**config.mk**
```make
export PLATFORM = sky130hd
export DESIGN_NAME = ld2_deint_unit
export DESIGN_NICKNAME = d
export VERILOG_FILES = /design/src/rtl/ld2_pkg.sv /design/src/rtl/ld2_addr_gen.sv /design/src/rtl/ld2_lane_buf.sv /design/src/rtl/ld2_deint_unit.sv
export SDC_FILE = /design/constraint.sdc
export NUM_CORES = 2
export LEC_CHECK = 0
export BUFFER_PORTS_ARGS = -buffer_cell sky130_fd_sc_hd__buf_2
export CORE_AREA = 4 4 284 286
export DETAILED_ROUTE_END_ITERATION = 8
export DIE_AREA = 0 0 288 290
export HOLD_SLACK_MARGIN = 0.03
export PLACE_DENSITY = 0.58
export SYNTH_ARGS = -nofsm -noshare
export SYNTH_HDL_FRONTEND = slang
export SYNTH_SLANG_ARGS = --single-unit
```
**constraint.sdc**
```tcl
create_clock -name clk -period 2.4 [get_ports clk]
set_input_delay 0 -clock clk [delete_from_list [all_inputs] [get_ports clk]]
set_output_delay 0 -clock clk [all_outputs]
set_load 0.01 [all_outputs]
```
**src/rtl/ld2_pkg.sv**
```systemverilog
package ld2_pkg;
  localparam int ELEM_W     = 64;
  localparam int BEAT_BYTES = ELEM_W / 8;
  localparam int REGS       = 2;

  typedef enum logic [1:0] {
    ST_IDLE = 2'd0,
    ST_RUN  = 2'd1,
    ST_WAIT = 2'd2
  } ld2_state_e;
endpackage

```
**src/rtl/ld2_addr_gen.sv**
```systemverilog
module ld2_addr_gen #(
  parameter int NEL = 4
) (
  input  logic [63:0]    base,
  input  logic [3:0]     imm,
  input  logic           use_sp,
  input  logic [NEL-1:0] pred,
  output logic [63:0]    start_addr,
  output logic           align_fault
);
  localparam int FOOTPRINT = NEL * ld2_pkg::REGS * ld2_pkg::BEAT_BYTES;

  logic [63:0] imm_ext;

  always_comb begin
    imm_ext     = {{60{imm[3]}}, imm};
    // product and sum both wrap modulo 2^64
    start_addr  = base + imm_ext * 64'(FOOTPRINT);
    align_fault = use_sp && (|pred) && (base[3:0] != 4'd0);
  end
endmodule

```
**src/rtl/ld2_lane_buf.sv**
```systemverilog
module ld2_lane_buf #(
  parameter int NEL = 4,
  localparam int LW = (NEL > 1) ? $clog2(NEL) : 1
) (
  input  logic              clk,
  input  logic              rst_n,
  input  logic              clr,
  input  logic              wr,
  input  logic [LW-1:0]     lane,
  input  logic              sel_b,
  input  logic [63:0]       data,
  output logic [NEL*64-1:0] vec_a,
  output logic [NEL*64-1:0] vec_b
);
  for (genvar e = 0; e < NEL; e++) begin : g_lane
    logic [63:0] a_q, b_q;
    always_ff @(posedge clk) begin
      if (!rst_n || clr) begin
        a_q <= '0;
        b_q <= '0;
      end else if (wr && lane == LW'(e)) begin
        if (sel_b) b_q <= data;
        else       a_q <= data;
      end
    end
    assign vec_a[e*64 +: 64] = a_q;
    assign vec_b[e*64 +: 64] = b_q;
  end
endmodule

```
**src/rtl/ld2_deint_unit.sv**
```systemverilog
module ld2_deint_unit
  import ld2_pkg::*;
#(
  parameter int VLEN = 256
) (
  input  logic              clk,
  input  logic              rst_n,
  input  logic              start,
  input  logic              use_sp,
  input  logic [63:0]       base,
  input  logic [3:0]        imm,
  input  logic [VLEN/64-1:0] pred,
  input  logic [4:0]        dst_idx,
  output logic              req_valid,
  input  logic              req_ready,
  output logic [63:0]       req_addr,
  input  logic              rsp_valid,
  input  logic [63:0]       rsp_data,
  output logic              wr_en,
  output logic [VLEN-1:0]   vec_a,
  output logic [VLEN-1:0]   vec_b,
  output logic [4:0]        idx_a,
  output logic [4:0]        idx_b,
  output logic              done,
  output logic              fault
);
  localparam int NEL   = VLEN / ELEM_W;
  localparam int TOTAL = REGS * NEL;
  localparam int BW    = $clog2(TOTAL + 1);
  localparam int LW    = (NEL > 1) ? $clog2(NEL) : 1;
  localparam logic [63:0] STRUCT_BYTES = 64'(REGS * BEAT_BYTES);

  ld2_state_e     state;
  logic [BW-1:0]  beat;
  logic [63:0]    cur_addr;
  logic [NEL-1:0] pred_q;
  logic [4:0]     idx_q;
  logic           wr_q, done_q, fault_q;

  logic [63:0]    start_addr;
  logic           align_fault;
  logic [LW-1:0]  lane;
  logic           at_end, lane_on, accept, clr_buf, buf_wr;

  ld2_addr_gen #(.NEL(NEL)) u_agen (
    .base        (base),
    .imm         (imm),
    .use_sp      (use_sp),
    .pred        (pred),
    .start_addr  (start_addr),
    .align_fault (align_fault)
  );

  always_comb begin
    lane    = LW'(beat >> 1);
    at_end  = (beat == BW'(TOTAL));
    lane_on = !at_end && pred_q[lane];
    accept  = (state == ST_IDLE) && start;
    clr_buf = accept && !align_fault;
    buf_wr  = (state == ST_WAIT) && rsp_valid;
  end

  always_ff @(posedge clk) begin
    if (!rst_n) begin
      state    <= ST_IDLE;
      beat     <= '0;
      cur_addr <= '0;
      pred_q   <= '0;
      idx_q    <= '0;
      wr_q     <= 1'b0;
      done_q   <= 1'b0;
      fault_q  <= 1'b0;
    end else begin
      wr_q    <= 1'b0;
      done_q  <= 1'b0;
      fault_q <= 1'b0;
      unique case (state)
        ST_IDLE: begin
          if (accept) begin
            if (align_fault) begin
              fault_q <= 1'b1;
              done_q  <= 1'b1;
            end else begin
              state    <= ST_RUN;
              beat     <= '0;
              cur_addr <= start_addr;
              pred_q   <= pred;
              idx_q    <= dst_idx;
            end
          end
        end
        ST_RUN: begin
          if (at_end) begin
            state  <= ST_IDLE;
            wr_q   <= 1'b1;
            done_q <= 1'b1;
          end else if (!lane_on) begin
            // skip both doublewords of an inactive lane in one cycle
            beat     <= beat + BW'(REGS);
            cur_addr <= cur_addr + STRUCT_BYTES;
          end else if (req_ready) begin
            state <= ST_WAIT;
          end
        end
        ST_WAIT: begin
          if (rsp_valid) begin
            beat     <= beat + BW'(1);
            cur_addr <= cur_addr + 64'(BEAT_BYTES);
            state    <= ST_RUN;
          end
        end
        default: state <= ST_IDLE;
      endcase
    end
  end

  ld2_lane_buf #(.NEL(NEL)) u_buf (
    .clk   (clk),
    .rst_n (rst_n),
    .clr   (clr_buf),
    .wr    (buf_wr),
    .lane  (lane),
    .sel_b (beat[0]),
    .data  (rsp_data),
    .vec_a (vec_a),
    .vec_b (vec_b)
  );

  assign req_valid = (state == ST_RUN) && lane_on;
  assign req_addr  = cur_addr;
  assign wr_en     = wr_q;
  assign done      = done_q;
  assign fault     = fault_q;
  assign idx_a     = idx_q;
  assign idx_b     = idx_q + 5'd1;
endmodule

```
==> impl_metrics.toml <==
[flow_run]
max_cap_violations = 0

[logic_synthesis]
synthSimpleGateAreaFrac_pct = 24.4
synthXorXnorAreaFrac_pct = 1.59
syn_inst = 3707
synthAdderAreaFrac_pct = 3.26
ys_ff_latch = 594
synthFlopType = "dfxtp_1"
ys_types = 90
async_flop_share_pct = 0
syn_nets = 3925
muxShareOfSynthArea_pct = 0.782
syn_area_per_cell_um2 = 7.42
yosys_warnings = 0
seq_area_frac_synth_pct = 43.2
synth-edff-count = 0
synth_compound_area_share_pct = 21.3
syn-cell-area_um2 = 27500
synth_top_family_by_area = "simple AND/OR/NAND/NOR gates"

[pwr]
power.density_nw_per_um2 = 814
power_leakage_uw = 0.0171
irDropWorstVdd_v = 0.000557

[global_route]
grt_pass1_wl_um = 191000
grtUsageTotal_pct = 29.5
grt_pass1_vias = 29200
grt_overflow = 0
grt_max_degree = 85
grt_antenna_before_repair = 2

[die]
rows = 103
ios = 737
die_width_um = 288
dieArea_um2 = 83500
core_area_um2 = 78400
die_h_um = 290
start_util_pct = 35.1

[clock_network]
clock-sinks = 594
clk_pin_slew_ps = 60
cts_buffers = 68
htree_levels = 3
cts_root_buf = "clkbuf_16"
clock_path_buffers = 3
clock_latency_ps = 630
cts_tree = "built"

[critical_path]
crit_arrival_ps = 3120
worstPathRequired_ps = 2930
worstSetupPathType = "flop to flop"
path_max_fanout = 4
setup.worst_path.start_class = "flop"
r2r_setup_slack_ps = -190
end_kind = "flop"

[timing]
finalSetupViolCount = 14
drv_slew = 0
hold_ws_ps = 83.1
worstMarginPinSlew_ps = 697
tns_ps = -1080
slew_headroom_pct = 53.3
fin_ws_ps = -185
period_needed_ps = 2590
final_hold_viol_count = 0
clock_skew_ps = 25.7
fmax_mhz = 387
fin_crit_sh_pct = 108
rsz0062_at_grt = "yes"

[detailed_routing]
drc = 0
dr.pass1.iters = 5
first_iter_violations = 2552
wire_per_inst_um = 21.9
postRouteAntennaNets = 0
vias_per_cell = 5.35
drt_wl_total_um = 131000
vias = 32000

[cells_and_area]
fin_nets = 5090
synthToLayoutAreaGrowth_pct = 46.0
final_area_um2 = 40200
drive_gt1_share_pct = 32.9

[place]
placed_area_um2 = 35800
port_buffers = 736
gp_congestion = 0.960
dpl_worst_slack_ps = -596
dp.final_hpwl_um = 95800

[run_status]
status = "finished, violations left"
violations = "negative setup slack"

[min_path]
hold_class = "input port to flop"
## flip-flops by register name, summed over array words and instances (netlist names)
name	cells
fault	1
u_buf.g_lane.b_q	256
req_addr	64
beat	4
pred_q	4
wr_en	1
idx_a	5
done	1
state	2
u_buf.g_lane.a_q	256
## final cells by class
type / instances / area [µm²]
well taps: 1050 / 1310
clock inverters: 20 / 248
fillers: 7610 / 38200
diodes: 1 / 2.50
multi-input cells: 2761 / 14900
repair buffers: 1404 / 9560
inverters: 43 / 161
clock buffers: 100 / 1980
flip-flops and latches: 594 / 12000
## path summary, 6_finish.rpt
kind	startpoint	endpoint	cells past startpoint
min reg2reg	u_buf.g_lane[3].b_q[38]	u_buf.g_lane[3].b_q[38]	2
max reg2reg	req_addr[10]	req_addr[62]	9
min	base[51]	req_addr[51]	5
max	req_addr[10]	req_addr[62]	9
## critical path: stages, from the launching register on
cell	delay [ps]
dfxtp_1	400
nand3_1	210
or2_4	330
or4_4	510
or3_4	370
o31ai_4	170
a21oi_1	60
o22ai_1	120
nand2_1	160
nor3b_2	190
## repair_timing
action	4_1_cts	5_1_grt
gates resized for setup	107	121
endpoints found under the hold margin	567	0
buffers inserted	31	19
setup endpoints to repair	73	166
hold buffers	98	0
pin swaps	39	48
## power breakdown
group / switching [µW] / total [µW] / leakage (µW) / internal (µW)
sequential: 551 / 11000 / 0.00482 / 10500
clock: 4550 / 10500 / 0.00109 / 5930
combinational: 6670 / 11200 / 0.0112 / 4520
total: 11800 / 32700 / 0.0171 / 20900
## placed cells by master, fill, tap and decap left out, types with 17 or more instances in the layout
cell type,n
mux2i_1,17
nand2_1,1149
xnor2_1,31
a21o_1,36
buf_2,736
nand3_1,54
o21ai_0,103
nand4_1,47
buf_4,502
nor2_1,128
clkbuf_16,68
dlygate4sd3_1,98
inv_1,42
dfxtp_1,552
ha_1,66
nor3_1,34
dfxtp_2,31
o21ai_1,25
xor2_1,19
buf_12,41
a21oi_1,645
buf_6,27
## metrics by stage
| stage | instances | power (µW) | utilization (%) |
|---|---|---|---|
| finish | 5973 | 32700 | 51.3 |
| global route | 5973 | 33900 | 51.3 |
| CTS | 5956 | 32200 | 50.5 |
| detailed placement | 5707 | 21200 | 45.7 |
| global placement | 5707 | 21200 | 45.7 |
| floorplan | 3707 | 15900 | - |
## routing by layer
layer	vias up	GRT usage, %	wire [µm]
met5	-	0	0
met4	0	11.9	6160
met3	309	6.99	11800
met2	1468	46.6	58200
met1	15200	38.6	54500
li1	15000	-	-
## synthesized netlist by cell type, types with 7 or more instances
cell	instances	area share (%)
ha_1	70	3.2
nand2_1	1163	16
o31ai_1	8	0.22
a21oi_1	652	12
nand3_1	69	1.3
o21bai_1	16	0.44
nand4_1	47	1.1
o211ai_1	16	0.44
nor2_1	139	1.9
buf_1	24	0.33
nand2b_1	10	0.23
o21ai_0	131	2.4
nor2b_1	8	0.18
inv_1	42	0.57
and3_1	18	0.41
xnor2_1	31	0.99
nor4_1	23	0.52
buf_2	11	0.20
a31oi_1	15	0.34
xor2_1	19	0.60
and4_1	8	0.25
a22oi_1	11	0.30
buf_4	32	0.87
o22ai_1	17	0.39
a221oi_1	8	0.25
or3_1	13	0.30
o21a_1	11	0.30
nor3_1	48	0.87
o2111ai_1	7	0.22
and2_1	8	0.18
a21o_1	36	0.98
dfxtp_1	594	43
or4_1	10	0.27
a211oi_1	23	0.63
mux2i_1	17	0.62
clkbuf_2	34	0.62
clkbuf_1	207	2.8
## kinds of logic (layout without fill, tap and decap cells)
kind of cell,Yosys count,after routing
buffers and inverters,352,1567
multiplexers,20,20
XOR/XNOR,50,50
AO/OA/AOI/OAI,1028,1028
AND/OR/NAND/NOR,1592,1592
other,0,1
adder cells (fa/ha/maj),71,71
flip-flops,594,594
(Power assumes the default switching activity.)
